File: src/rtl/adcseq_pkg.sv
package adcseq_pkg;

   typedef enum logic [2:0] {
      S_IDLE,
      S_LEAD,
      S_PULSE,
      S_WFALL,
      S_WRISE,
      S_READ
   } seq_state_t;

   // converter timing limits in picoseconds
   localparam int unsigned CNV_MIN_PS   = 40_000;
   localparam int unsigned CNV_MAX_PS   = 6_000_000;
   localparam int unsigned LEAD_MIN_PS  = 10_000;
   localparam int unsigned SPACE_MIN_PS = 10_000_000;

   // round a nanosecond duration up to whole clock cycles
   function automatic int unsigned ns_to_cyc(input int unsigned ns, input int unsigned clk_ps);
      return (ns * 1000 + clk_ps - 1) / clk_ps;
   endfunction

endpackage

File: src/rtl/adcseq_sync.sv
module adcseq_sync #(
   parameter int unsigned STAGES    = 2,
   parameter logic        RESET_VAL = 1'b1
) (
   input  logic clk,
   input  logic rst_n,
   input  logic d,
   output logic q
);

   logic [STAGES-1:0] chain;

   initial begin
      assert (STAGES >= 2) else $error("adcseq_sync: STAGES must be at least 2");
   end

   genvar i;
   generate
      for (i = 0; i < STAGES; i++) begin : g_stage
         if (i == 0) begin : g_first
            always_ff @(posedge clk or negedge rst_n) begin
               if (!rst_n) chain[0] <= RESET_VAL;
               else        chain[0] <= d;
            end
         end else begin : g_next
            always_ff @(posedge clk or negedge rst_n) begin
               if (!rst_n) chain[i] <= RESET_VAL;
               else        chain[i] <= chain[i-1];
            end
         end
      end
   endgenerate

   assign q = chain[STAGES-1];

endmodule

File: src/rtl/adcseq_timer.sv
module adcseq_timer #(
   parameter int unsigned W = 8
) (
   input  logic         clk,
   input  logic         rst_n,
   input  logic         load,
   input  logic [W-1:0] load_val,
   output logic         zero
);

   logic [W-1:0] cnt;

   always_ff @(posedge clk or negedge rst_n) begin
      if (!rst_n)          cnt <= '0;
      else if (load)       cnt <= load_val;
      else if (cnt != '0)  cnt <= cnt - W'(1);
   end

   assign zero = (cnt == '0);

   // a loaded count never jumps upward on its own
   assert_no_wrap_R2: assert property (@(posedge clk) disable iff (!rst_n)
      (!$past(load) && $past(cnt) == '0) |-> cnt == '0);

endmodule

File: src/rtl/adc_conv_sequencer.sv
module adc_conv_sequencer
   import adcseq_pkg::*;
#(
   parameter int unsigned DATA_W      = 16,
   parameter int unsigned CLK_PS      = 4000,
   parameter int unsigned LEAD_NS     = 20,
   parameter int unsigned PULSE_NS    = 100,
   parameter int unsigned READ_NS     = 40,
   parameter int unsigned SPACE_NS    = 10_000,
   parameter int unsigned TIMEOUT_CYC = 3000,
   parameter int unsigned SYNC_STAGES = 2
) (
   input  logic                     clk,
   input  logic                     rst_n,
   input  logic                     start_i,
   input  logic                     adc_busy_n_i,
   input  logic [DATA_W-1:0]        adc_data_i,
   output logic                     adc_cs_n_o,
   output logic                     adc_cnv_n_o,
   output logic signed [DATA_W-1:0] sample_o,
   output logic                     sample_vld_o,
   output logic                     timeout_o
);

   localparam int unsigned LEAD_CYC      = ns_to_cyc(LEAD_NS, CLK_PS);
   localparam int unsigned PULSE_CYC     = ns_to_cyc(PULSE_NS, CLK_PS);
   localparam int unsigned READ_CYC      = ns_to_cyc(READ_NS, CLK_PS);
   localparam int unsigned SPACE_CYC     = ns_to_cyc(SPACE_NS, CLK_PS);
   localparam int unsigned PULSE_MIN_CYC = (CNV_MIN_PS + CLK_PS - 1) / CLK_PS;
   localparam int unsigned PULSE_MAX_CYC = CNV_MAX_PS / CLK_PS;
   localparam int unsigned PH_A   = (LEAD_CYC > PULSE_CYC) ? LEAD_CYC : PULSE_CYC;
   localparam int unsigned PH_B   = (READ_CYC > TIMEOUT_CYC) ? READ_CYC : TIMEOUT_CYC;
   localparam int unsigned PH_MAX = (PH_A > PH_B) ? PH_A : PH_B;
   localparam int unsigned PH_W   = $clog2(PH_MAX + 1);
   localparam int unsigned SP_W   = $clog2(SPACE_CYC + 1);
   localparam int unsigned LR_W   = $clog2(PULSE_MAX_CYC + 2);

   initial begin
      assert (DATA_W >= 2) else $error("DATA_W too small");
      assert (LEAD_CYC >= 1 && LEAD_CYC * CLK_PS >= LEAD_MIN_PS) else $error("lead below 10 ns");
      assert (PULSE_CYC >= PULSE_MIN_CYC) else $error("convert pulse below 40 ns");
      assert (PULSE_CYC <= PULSE_MAX_CYC) else $error("convert pulse above 6 us");
      assert (SPACE_CYC * CLK_PS >= SPACE_MIN_PS) else $error("spacing below 10 us");
      assert (READ_CYC >= 1) else $error("read window empty");
      assert (TIMEOUT_CYC >= 2) else $error("timeout too short");
   end

   seq_state_t       st, nxt;
   logic             busy_s_n;
   logic             ph_load, ph_zero, sp_load, sp_zero;
   logic [PH_W-1:0]  ph_val;
   logic             cap, to_hit;

   adcseq_sync #(.STAGES(SYNC_STAGES), .RESET_VAL(1'b1)) i_busy_sync (
      .clk(clk), .rst_n(rst_n), .d(adc_busy_n_i), .q(busy_s_n)
   );

   adcseq_timer #(.W(PH_W)) i_phase_timer (
      .clk(clk), .rst_n(rst_n), .load(ph_load), .load_val(ph_val), .zero(ph_zero)
   );

   adcseq_timer #(.W(SP_W)) i_space_timer (
      .clk(clk), .rst_n(rst_n), .load(sp_load), .load_val(SP_W'(SPACE_CYC - 1)), .zero(sp_zero)
   );

   always_comb begin
      nxt     = st;
      ph_load = 1'b0;
      ph_val  = '0;
      sp_load = 1'b0;
      cap     = 1'b0;
      to_hit  = 1'b0;
      case (st)
         S_IDLE: if (start_i && sp_zero) begin
            nxt = S_LEAD; ph_load = 1'b1; ph_val = PH_W'(LEAD_CYC - 1);
         end
         S_LEAD: if (ph_zero) begin
            nxt = S_PULSE; ph_load = 1'b1; ph_val = PH_W'(PULSE_CYC - 1); sp_load = 1'b1;
         end
         S_PULSE: if (ph_zero) begin
            nxt = S_WFALL; ph_load = 1'b1; ph_val = PH_W'(TIMEOUT_CYC - 1);
         end
         S_WFALL: begin
            if (ph_zero)        begin nxt = S_IDLE; to_hit = 1'b1; end
            else if (!busy_s_n) nxt = S_WRISE;
         end
         S_WRISE: begin
            if (ph_zero)       begin nxt = S_IDLE; to_hit = 1'b1; end
            else if (busy_s_n) begin nxt = S_READ; ph_load = 1'b1; ph_val = PH_W'(READ_CYC - 1); end
         end
         S_READ: if (ph_zero) begin
            nxt = S_IDLE; cap = 1'b1;
         end
         default: nxt = S_IDLE;
      endcase
   end

   always_ff @(posedge clk or negedge rst_n) begin
      if (!rst_n) begin
         st           <= S_IDLE;
         sample_o     <= '0;
         sample_vld_o <= 1'b0;
         timeout_o    <= 1'b0;
      end else begin
         st           <= nxt;
         sample_vld_o <= cap;
         timeout_o    <= to_hit;
         if (cap) sample_o <= $signed(adc_data_i);
      end
   end

   assign adc_cs_n_o  = !(st inside {S_LEAD, S_PULSE, S_READ});
   assign adc_cnv_n_o = (st != S_PULSE);

   // ---------------- checker state and assertions ----------------
   logic            both_low, both_low_q;
   logic [LR_W-1:0] low_run;
   logic [SP_W-1:0] gap;

   assign both_low = !adc_cs_n_o && !adc_cnv_n_o;

   always_ff @(posedge clk or negedge rst_n) begin
      if (!rst_n) begin
         both_low_q <= 1'b0;
         low_run    <= '0;
         gap        <= SP_W'(SPACE_CYC);
      end else begin
         both_low_q <= both_low;
         if (!both_low)                             low_run <= '0;
         else if (low_run != LR_W'(PULSE_MAX_CYC + 1)) low_run <= low_run + LR_W'(1);
         if (both_low && !both_low_q)               gap <= SP_W'(1);
         else if (gap != SP_W'(SPACE_CYC))          gap <= gap + SP_W'(1);
      end
   end

   assert_pulse_max_R2: assert property (@(posedge clk) disable iff (!rst_n)
      both_low |-> low_run < LR_W'(PULSE_MAX_CYC));

   assert_pulse_min_R2: assert property (@(posedge clk) disable iff (!rst_n)
      (!both_low && both_low_q) |-> low_run >= LR_W'(PULSE_MIN_CYC));

   assert_cs_leads_R2: assert property (@(posedge clk) disable iff (!rst_n)
      $fell(adc_cnv_n_o) |-> !$past(adc_cs_n_o));

   assert_released_on_rise_R3: assert property (@(posedge clk) disable iff (!rst_n)
      $rose(busy_s_n) |-> (adc_cs_n_o || adc_cnv_n_o));

   assert_single_valid_R4: assert property (@(posedge clk) disable iff (!rst_n)
      sample_vld_o |=> !sample_vld_o);

   assert_read_before_valid_R4: assert property (@(posedge clk) disable iff (!rst_n)
      sample_vld_o |-> ($past(!adc_cs_n_o && adc_cnv_n_o) && adc_cs_n_o && adc_cnv_n_o));

   assert_timeout_exclusive_R6: assert property (@(posedge clk) disable iff (!rst_n)
      timeout_o |-> (!sample_vld_o && $past(adc_cs_n_o && adc_cnv_n_o)));

   assert_spacing_R7: assert property (@(posedge clk) disable iff (!rst_n)
      (both_low && !both_low_q) |-> gap >= SP_W'(SPACE_CYC));

endmodule

File: config.mk
export PLATFORM = sky130hd
export DESIGN_NAME = adc_conv_sequencer
export DESIGN_NICKNAME = d
export VERILOG_FILES = /design/src/rtl/adcseq_pkg.sv /design/src/rtl/adcseq_sync.sv /design/src/rtl/adcseq_timer.sv /design/src/rtl/adc_conv_sequencer.sv
export SDC_FILE = /design/constraint.sdc
export NUM_CORES = 1
export LEC_CHECK = 0
export BUFFER_PORTS_ARGS = -buffer_cell sky130_fd_sc_hd__buf_2
export CORE_MARGIN = 3
export CORE_UTILIZATION = 50
export DETAILED_ROUTE_END_ITERATION = 8
export GPL_ROUTABILITY_DRIVEN = 0
export PLACE_DENSITY = 0.83
export SLEW_MARGIN = 20
export SYNTH_ARGS = -nofsm -noshare
export SYNTH_HDL_FRONTEND = slang
export SYNTH_SLANG_ARGS = --single-unit
File: constraint.sdc
create_clock -name clk -period 2.8 [get_ports clk]
set_input_delay 0.28 -clock clk [delete_from_list [all_inputs] [get_ports clk]]
set_output_delay 0.28 -clock clk [all_outputs]
set_load 0.005 [all_outputs]
Yosys cells after proc, flatten, opt, wreduce, memory -nomap -nowiden. Index checks and enable logic that the tools add are counted.

Register bits: 47. Bits of input ports: 20.

$add $sub $neg: 2. Muxes and demuxes: 27. Reduce and logical (&&, ||, !) cells: 13. Equality and inequality tests: 12.

Operators with widths (count): 2-to-1 mux 12 bit (5); case mux 12 bit (4 select lines) (1); 2-to-1 mux 3 bit (9); logical NOT 12 bit (2); nonzero test 12 bit (2); subtractor 12 x 1 -> 12 bit, second input constant (2); case mux 3 bit (6 select lines) (1); 2-to-1 mux 4 bit (2); 2-to-1 mux 1 bit (7); == test 3 x 2 -> 1 bit, second input constant (2); == test 3 bit, second input constant (2); != test 2 x 1 -> 1 bit, second input constant (3); != test 3 x 2 -> 1 bit, second input constant (2); AND reduction 6 bit (1); 2-to-1 mux 5 bit (1); nonzero test 2 bit (2); OR reduction 2 bit (2); == test 3 x 1 -> 1 bit, second input constant (1); logical NOT 3 bit (1); != test 3 x 1 -> 1 bit, second input constant (1); case mux 1 bit (3 select lines) (1); nonzero test 3 bit (1); != test 2 bit, second input constant (1); logical AND 1 bit (1); logical NOT 1 bit (1).

Longest topological paths before layout. Gate-level depths: netlist of run 1.

Word-level depth: 5. Depth in mapped cells: 8.

By module. From an unflattened synthesis of run 1, not the netlist that was laid out.

Cells, all modules: 229. Area, all modules: 2528.7 sq um.

Modules (own cells, without submodules): adcseq_timer (sequential area each 300.3 sq um, instances 2, cells an instance 72, area an instance 730.7 sq um); adc_conv_sequencer (sequential area each 525.5 sq um, instances 1, cells an instance 83, area an instance 1014.7 sq um); adcseq_sync (sequential area each 52.6 sq um, instances 1, cells an instance 2, area an instance 52.6 sq um).

Least setup slack after synthesis of run 1. Ideal clock, no wire load.

Kind: flip-flop to flip-flop. Start point: reg i_phase_timer.cnt[0]. End point: reg i_phase_timer.cnt[3]. Setup time: 0.129 ns. Data required time: 2.671 ns. Path slack: 0.762 ns. Clock period less this slack: 2.038 ns. Arrival: 1.909 ns. Stages on the path, launching flop included: 8. Buffers on the path: 1. Path through: dfrtp_1 -> inv_1 -> ha_1 -> or3b_1 -> buf_6 -> or4_4 -> a31oi_4 -> o21ai_2.

Longest elaborated chain between the ends: 4.

RTL lines: start: declaration (line adcseq_timer.sv:11) `logic [W-1:0] cnt;`; start signal: assignment (line adcseq_timer.sv:15) `else if (load) cnt <= load_val;`; start signal: assignment (line adcseq_timer.sv:16) `else if (cnt != '0) cnt <= cnt - W'(1);`; parallel branches: the longest is 4 deep, another holds subtractor 12 x 1 -> 12 bit.

Several ways; the timed one is not identified. The select of a mux whose other input is x is not followed. A chain may end at the register's enable or synchronous reset.

Worst setup path in the final report of run 1.
Start point: reg i_phase_timer.cnt[0]. End point: reg i_phase_timer.cnt[6].

Longest elaborated chain between the ends: 4.

RTL lines: parallel branches: the longest is 4 deep, another holds subtractor 12 x 1 -> 12 bit.

Several ways; the timed one is not identified. The select of a mux whose other input is x is not followed.

==> flow_summary.json, run 1 <==
{
  "grt_overflow": 0,
  "endpoint_kind": "register",
  "cts_setup_buffers": 0,
  "hp-class": "in -> async",
  "grt_first_pass_wirelength_microns": 8110,
  "nets": 313,
  "final_common_cell": "nand2_1",
  "cp.required_ns": 2.99,
  "final_hold_viol_count": 45,
  "ys_warn_count": 0,
  "grt_use_total_pct": 18.6,
  "start_kind": "register",
  "cts_made_buffers": 5,
  "final_cell_mix": "77 x nand2_1, 45 x dfrtp_1, 38 x buf_2, 17 x nor2_1, 13 x xor2_1",
  "fin_area_sq_um": 2730,
  "yosysTopAreaCell": "dfrtp_1",
  "crit_family": "simple AND/OR/NAND/NOR gates",
  "io-pin-count": 40,
  "num_vias": 1900,
  "synth_edf_count": 0,
  "synth_seq_cells": 47,
  "slowest_delay_ns": 0.71,
  "violations": "hold timing",
  "ant_nets": 0,
  "root_buffer": "clkbuf_8",
  "ir_worst_vdd_v": 0.000277,
  "maxSlewHeadroom_pct": 52.9,
  "tns_ns": 0,
  "syn-cell-area_sq_um": 2410,
  "clkTransAtPathRegs_ns": 0.09,
  "avgViaCountPerCell": 5.54,
  "worstPathArrival_ns": 2.50,
  "ctsLongestPathBuffers": 2,
  "fin_crit_ns": 2.31,
  "path_class": "reg -> reg",
  "async_flop_share_pct": 100,
  "outcome": "finished with violations",
  "syn_to_final_growth_pct": 13.1,
  "crit_slowest_cell": "nor4b_2",
  "drt_first_pass_iters": 4,
  "cp_cell_sequence": "inv_1, ha_1, or3b_1, nor4b_2, a21oi_2, nand3_1, a21oi_1",
  "diodes": 0,
  "routedWlPerCell_microns": 14.1,
  "core-area_sq_um": 4500,
  "htree_levels": 2,
  "antenna_found_initial": 0,
  "yosys_most_used_dff": "dfrtp_1",
  "netlist_top_cells_area": "dfrtp_1 47%, nand2_1 12%, xor2_1 4.7%",
  "powerDensity_nw_per_um2": 454,
  "avgSynthCellArea_sq_um": 9.52,
  "cts.sinks": 47,
  "fin_skew_ns": 0.0113,
  "die_y_microns": 75.4,
  "worst_pin_slew_ns": 0.705,
  "path_max_fanout": 11,
  "clk_latency_ns": 0.31,
  "portBuffers": 39,
  "leakagePower_nw": 1.27,
  "grt_pass1_vias": 1766,
  "rsz0062_at_grt": "no",
  "syn_inst": 253,
  "start_util_pct": 53.5,
  "cts_resized": 0,
  "drt_wl_total_microns": 4850,
  "drc": 0,
  "finalCritPeriodShare_pct": 82.5,
  "cts_tree": "yes",
  "syn_nets": 276,
  "drive_gt1_share_pct": 24.1,
  "dieArea_sq_um": 5690,
  "postCtsHoldBufs": 0,
  "grt_max_degree": 48,
  "final_core_util_pct": 60.5,
  "synth.distinct_cells": 52,
  "rows": 24,
  "hpwl_microns": 3390,
  "place_inst": 335,
  "slew_violations": 0,
  "setup_viol": 0,
  "fin_cells": 343,
  "max_freq_mhz": 433,
  "drv_cap": 0,
  "ys_seq_area_share_pct": 48.9,
  "whs_ns": -0.0355,
  "worst-path-buf-inv": 1,
  "drt_iter0_markers": 141,
  "dieWidth_microns": 75.4,
  "yosysTopAreaCellShare_pct": 46.7,
  "dpl_cell_area_sq_um": 2600
}
[report_power, final]
part	switching, mW	internal, mW	total (mW)
logic	0.0167	0.0105	0.0273
clock network	0.233	0.294	0.527
registers	0.00121	0.681	0.682
total	0.251	0.985	1.24
[cell usage after synthesis (all sizes together), types with 3 or more instances]
master / instances
nand2: 78
dfrtp: 45
nor2: 17
nand3: 14
xor2: 13
a21oi: 7
buf: 7
o21ai: 6
inv: 5
nor3: 5
nor4: 5
or4: 5
clkbuf: 4
ha: 3
nand2b: 3
nand4: 3
nand4b: 3
o31ai: 3
or3: 3
[registers in the layout, indices dropped and copies added (netlist names)]
signal	flops
i_busy_sync.q	1
sample_o	16
i_phase_timer.cnt	12
i_busy_sync.chain	1
sample_vld_o	1
i_space_timer.cnt	12
st	3
timeout_o	1
[cells by family after synthesis]
logic type	count (synthesis)	synth area share [%]
compound gates	27	8.00
simple gates	144	31.3
mux	2	0.883
flops	47	48.9
xor+xnor	14	5.09
fa+ha+maj	3	1.56
buf+inv	16	4.26
[metal layers]
metal  track usage [%]  routed length [microns]
met5                 0                        0
met4              7.38                       70
met3              4.22                      247
met2              28.7                     2320
met1              25.7                     2210
[final cells by class]
class | count | area (sq um)
fillers | 363 | 1780
flip-flops and latches | 47 | 1180
multi-input cells | 190 | 1130
repair buffers | 41 | 213
clock buffers | 6 | 82.6
well taps | 52 | 65.1
clock inverters | 2 | 38.8
inverters | 5 | 18.8
[through the flow]
| stage | total power [mW] | setup slack, ns |
|---|---|---|
| 2_1_floorplan | 0.697 | 0.762 |
| 3_3_place_gp | 0.723 | 0.621 |
| 3_5_place_dp | 0.723 | 0.516 |
| 4_1_cts | 1.24 | 0.498 |
| 5_1_grt | 1.28 | 0.352 |
| 6_report | 1.24 | 0.490 |
[worst paths after layout]
kind                                                   from                          endpoint  slack, ns  depth (start not counted)
max                        i_phase_timer.cnt[0]$_DFFE_PN0P_  i_phase_timer.cnt[6]$_DFFE_PN0P_       0.49                          7
min                                                   rst_n  i_space_timer.cnt[5]$_DFFE_PN0P_      -0.04                          1
max reg2reg                i_phase_timer.cnt[0]$_DFFE_PN0P_  i_phase_timer.cnt[6]$_DFFE_PN0P_       0.49                          7
min reg2reg                  i_busy_sync.chain[0]$_DFF_PN1_           i_busy_sync.q$_DFF_PN1_       0.36                          0
max in group asynchronous                             rst_n  i_phase_timer.cnt[1]$_DFFE_PN0P_       2.43                          1
min in group clk                               adc_busy_n_i    i_busy_sync.chain[0]$_DFF_PN1_       0.07                          1
[worst register-to-register path: cells and delay by family (launching register included)]
family / cells / cell delay (ns)
and+or+nand+nor: 3 / 1.41
DFF: 1 / 0.42
adders and majority gates: 1 / 0.18
buffers and inverters: 1 / 0.09
AOI/OAI and AO/OA: 2 / 0.09
Power figures use the tool's default switching activity.
==> inputs of run 2 (changes only) <==
Settings changed: PLACE_DENSITY 0.83 to 0.86.
Clock period 2.8 ns to 2.05 ns, I/O delays scaled along.
==> flow_summary.json, run 2 (same netlist as run 1, synthesis figures left out) <==
{
  "p_int_mw": 1.31,
  "start_util_pct": 53.5,
  "routedWlPerCell_microns": 14.9,
  "leakagePower_nw": 1.37,
  "avgViaCountPerCell": 5.53,
  "portBuffers": 39,
  "outcome": "finished with violations",
  "num_vias": 1989,
  "ctsLongestPathBuffers": 2,
  "ant_nets": 0,
  "dieWidth_microns": 75.4,
  "largest_reg_flops": 16,
  "p_switching_mw": 0.352,
  "whs_ns": -0.0198,
  "slew_violations": 0,
  "grt_max_degree": 38,
  "grt_overflow": 0,
  "hp-class": "in -> async",
  "diodes": 0,
  "drt_iter0_markers": 175,
  "clkPwrFrac_pct": 41.5,
  "power_mw": 1.66,
  "syn_to_final_growth_pct": 20.9,
  "grt_use_total_pct": 20.2,
  "path_class": "reg -> reg",
  "max_freq_mhz": 504,
  "max_flop_register": "sample_o",
  "die_y_microns": 75.4,
  "clk_latency_ns": 0.32,
  "root_buffer": "clkbuf_8",
  "reg2reg_depth": 7,
  "swShare_pct": 21.2,
  "antenna_found_initial": 0,
  "cts_made_buffers": 5,
  "drv_cap": 0,
  "setup_viol": 0,
  "drt_wl_total_microns": 5380,
  "top_regs": "sample_o: 16 flops, i_phase_timer.cnt: 12 flops, i_space_timer.cnt: 12 flops",
  "pwr-share-seq_pct": 56.0,
  "final_common_cell": "nand2_1",
  "start_kind": "register",
  "final_cell_mix": "77 x nand2_1, 45 x dfrtp_1, 39 x buf_2, 17 x nor2_1, 15 x buf_4",
  "powerDensity_nw_per_um2": 571,
  "dieArea_sq_um": 5690,
  "finalCritPeriodShare_pct": 96.9,
  "violations": "hold timing",
  "rows": 24,
  "n_fill_cell": 366,
  "drive_gt1_share_pct": 29.5,
  "cts.sinks": 47,
  "fin_skew_ns": 0.0119,
  "combPwrFrac_pct": 2.5,
  "grt_pass1_vias": 1821,
  "worst_pin_slew_ns": 0.821,
  "nets": 330,
  "grt_first_pass_wirelength_microns": 8610,
  "fin_crit_ns": 1.99,
  "core-area_sq_um": 4500,
  "rsz0062_at_grt": "yes",
  "htree_levels": 2,
  "final_hold_viol_count": 32,
  "drc": 0,
  "ir_worst_vdd_v": 0.000380,
  "io-pin-count": 40,
  "maxSlewHeadroom_pct": 45.3,
  "clkTransAtPathRegs_ns": 0.09,
  "worstPathArrival_ns": 2.22,
  "path_max_fanout": 5,
  "cp.required_ns": 2.29,
  "dpl_cell_area_sq_um": 2740,
  "endpoint_kind": "register",
  "tns_ns": 0,
  "drt_first_pass_iters": 4,
  "hpwl_microns": 3720,
  "fin_area_sq_um": 2910,
  "cts_tree": "yes"
}
==> run 2: routing by layer <==
layer | track usage [%] | vias to the layer above | wire length (microns)
met1 | 26.9 | 946 | 2300
met3 | 4.35 | 12 | 293
met2 | 33.1 | 67 | 2670
li1 | - | 964 | -
met5 | 0 | - | 0
met4 | 6.02 | 0 | 107
==> run 2: final cells by class <==
class                           count  area, sq um  share of cell area, %
Sequential cell                    47         1180                   40.4
Multi-Input combinational cell    190         1170                   40.2
Timing Repair Buffer               58          369                   12.7
Clock buffer                        6         72.6                   2.49
Tap cell                           52         65.1                   2.23
Clock inverter                      2         37.5                   1.29
Inverter                            5         18.8                  0.644
==> run 2: worst paths after layout <==
check	from	to	slack, ns
setup / recovery	i_phase_timer.cnt[0]$_DFFE_PN0P_	i_phase_timer.cnt[6]$_DFFE_PN0P_	0.06
hold / removal	rst_n	timeout_o$_DFF_PN0_	-0.02
setup reg to reg	i_phase_timer.cnt[0]$_DFFE_PN0P_	i_phase_timer.cnt[6]$_DFFE_PN0P_	0.06
hold reg to reg	i_busy_sync.chain[0]$_DFF_PN1_	i_busy_sync.q$_DFF_PN1_	0.37
max in group asynchronous	rst_n	sample_o[5]$_DFFE_PN0P_	1.46
min in group clk	adc_data_i[7]	sample_o[7]$_DFFE_PN0P_	0.08
==> run 2: power groups by stage <==
stage	registers, mW	clock network [mW]	logic, mW
2_1_floorplan	0.949	0	0.00235
3_3_place_gp	0.950	0	0.0409
3_5_place_dp	0.950	0	0.0416
4_1_cts	0.932	0.697	0.0432
5_1_grt	0.932	0.727	0.0481
6_report	0.932	0.690	0.0419
==> run 2: timing repair <==
item / in CTS / in global routing
pin swaps: 0 / 6
hold buffers: 1 / 0
gates resized for setup: 2 / 8
setup endpoints to repair: 8 / 6
cloned: 0 / 0
setup buffers: 0 / 1
hold endpoints to repair: 1 / 0
==> run 2: per-stage QoR <==
step	setup slack, ns	utilization [%]	cells
2_1_floorplan	0.0120	-	253
3_3_place_gp	0.0860	60.8	350
3_5_place_dp	0.0228	60.8	350
4_1_cts	0.0352	63.7	359
5_1_grt	-0.0111	64.7	360
6_report	0.0645	64.7	360
==> run 2: critical path, stage by stage (launching register included) <==
cell     delay [ns]
dfrtp_1        0.41
inv_2          0.09
ha_4           0.13
or3b_4         0.42
or3_4          0.46
a21oi_4        0.17
nand3_2        0.11
a21oi_2        0.13
==> inputs of run 3 (changes only) <==
Settings changed: HOLD_SLACK_MARGIN from default to 0.06.
==> flow_summary.json, run 3 (same netlist as run 1, synthesis figures left out) <==
{
  "largest_reg_flops": 16,
  "root_buffer": "clkbuf_8",
  "portBuffers": 39,
  "cts.sinks": 47,
  "grt_max_degree": 38,
  "grt_first_pass_wirelength_microns": 8610,
  "grt_use_total_pct": 20.2,
  "whs_ns": 0.0926,
  "top_regs": "sample_o: 16 flops, i_phase_timer.cnt: 12 flops, i_space_timer.cnt: 12 flops",
  "powerDensity_nw_per_um2": 567,
  "final_common_cell": "nand2_1",
  "clkTransAtPathRegs_ns": 0.08,
  "cts_tree": "yes",
  "ctsLongestPathBuffers": 2,
  "hp-class": "in -> reg",
  "slew_violations": 0,
  "routedWlPerCell_microns": 14.9,
  "n_fill_cell": 365,
  "diodes": 0,
  "grt_pass1_vias": 1821,
  "path_max_fanout": 5,
  "ir_worst_vdd_v": 0.000382,
  "antenna_found_initial": 0,
  "ant_nets": 0,
  "endpoint_kind": "register",
  "fin_cells": 361,
  "rsz0062_at_grt": "yes",
  "die_y_microns": 75.4,
  "pre_cts_slack_ns": 0.0228,
  "syn_to_final_growth_pct": 21.3,
  "hpwl_microns": 3720,
  "maxSlewHeadroom_pct": 44.5,
  "drc": 0,
  "path_class": "reg -> reg",
  "drt_iter0_markers": 176,
  "avgViaCountPerCell": 5.50,
  "htree_levels": 2,
  "worst_pin_slew_ns": 0.833,
  "io-pin-count": 40,
  "outcome": "finished, final reports clean",
  "setup_viol": 0,
  "finalCritPeriodShare_pct": 96.9,
  "drv_cap": 0,
  "multi_input_area_sq_um": 1170,
  "max_freq_mhz": 504,
  "fin_crit_ns": 1.99,
  "tns_ns": 0,
  "final_hold_viol_count": 0,
  "place_inst": 350,
  "num_vias": 1986,
  "drive_gt1_share_pct": 29.4,
  "rows": 24,
  "dieWidth_microns": 75.4,
  "cp.required_ns": 2.28,
  "nets": 331,
  "grt_overflow": 0,
  "layout_setup_ws_ns": 0.0643,
  "leakagePower_nw": 1.38,
  "fin_skew_ns": 0.0108,
  "drt_wl_total_microns": 5370,
  "cts_made_buffers": 5,
  "worstPathArrival_ns": 2.22,
  "final_cell_mix": "77 x nand2_1, 45 x dfrtp_1, 39 x buf_2, 17 x nor2_1, 15 x buf_4",
  "regArea_sq_um": 1180,
  "start_kind": "register",
  "dieArea_sq_um": 5690,
  "clk_latency_ns": 0.31,
  "drt_first_pass_iters": 4,
  "core-area_sq_um": 4500,
  "max_flop_register": "sample_o",
  "start_util_pct": 53.5
}
-- run 3: cell count changes in the layout (fill, tap and decap cells not counted), sizes merged --
cell / before / now
dlygate4sd3: 1 / 2
-- run 3: area by class of cell --
type	count	area share, %
Clock buffer	6	2.48
Clock inverter	2	1.28
Inverter	5	0.642
Multi-Input combinational cell	190	40.1
Sequential cell	47	40.3
Tap cell	52	2.23
Timing Repair Buffer	59	13.0
-- run 3: stage by stage --
step / cell area [sq um] / utilization, % / power (mW)
2_1_floorplan: 2410 / - / 0.952
3_3_place_gp: 2740 / 60.8 / 0.991
3_5_place_dp: 2740 / 60.8 / 0.992
4_1_cts: 2880 / 63.9 / 1.67
5_1_grt: 2920 / 64.9 / 1.71
6_report: 2920 / 64.9 / 1.66
-- run 3: repair_timing --
item / in CTS / in global routing
endpoints found under the hold margin: 34 / 0
setup buffers: 0 / 1
pin swaps: 0 / 6
gates cloned: 0 / 0
endpoints found under the setup margin: 8 / 6
gates resized for setup: 2 / 8
hold buffers: 2 / 0
-- run 3: final timing paths --
| kind | start | end | slack [ns] | depth (start not counted) |
|---|---|---|---|---|
| worst min-delay path | adc_data_i[3] | sample_o[3]$_DFFE_PN0P_ | 0.09 | 3 |
| min in group asynchronous | rst_n | timeout_o$_DFF_PN0_ | 0.53 | 2 |
| worst max-delay path | i_phase_timer.cnt[0]$_DFFE_PN0P_ | i_phase_timer.cnt[6]$_DFFE_PN0P_ | 0.06 | 7 |
| worst min register to register | i_busy_sync.chain[0]$_DFF_PN1_ | i_busy_sync.q$_DFF_PN1_ | 0.37 | 0 |
| max in group asynchronous | rst_n | sample_o[5]$_DFFE_PN0P_ | 0.90 | 3 |
| worst max register to register | i_phase_timer.cnt[0]$_DFFE_PN0P_ | i_phase_timer.cnt[6]$_DFFE_PN0P_ | 0.06 | 7 |
-- run 3: critical path, stage by stage, from the launching register on --
cell and delay (ns):
dfrtp_1 0.41, inv_2 0.09, ha_4 0.13, or3b_4 0.42
or3_4 0.46, a21oi_4 0.17, nand3_2 0.11, a21oi_2 0.13
-- run 3: layer usage --
metal / part of all wire [%] / track usage, % / vias up
li1: - / - / 965
met1: 43 / 26.9 / 940
met2: 50 / 33.1 / 73
met3: 5.5 / 4.35 / 8
met4: 1.5 / 6.02 / 0
met5: 0 / 0 / -
-- run 3: report_power, final --
group	switching [mW]	internal (mW)	total, mW
Sequential	0.00195	0.930	0.932
Clock	0.319	0.364	0.683
Combinational	0.0247	0.0187	0.0434
Total	0.346	1.31	1.66
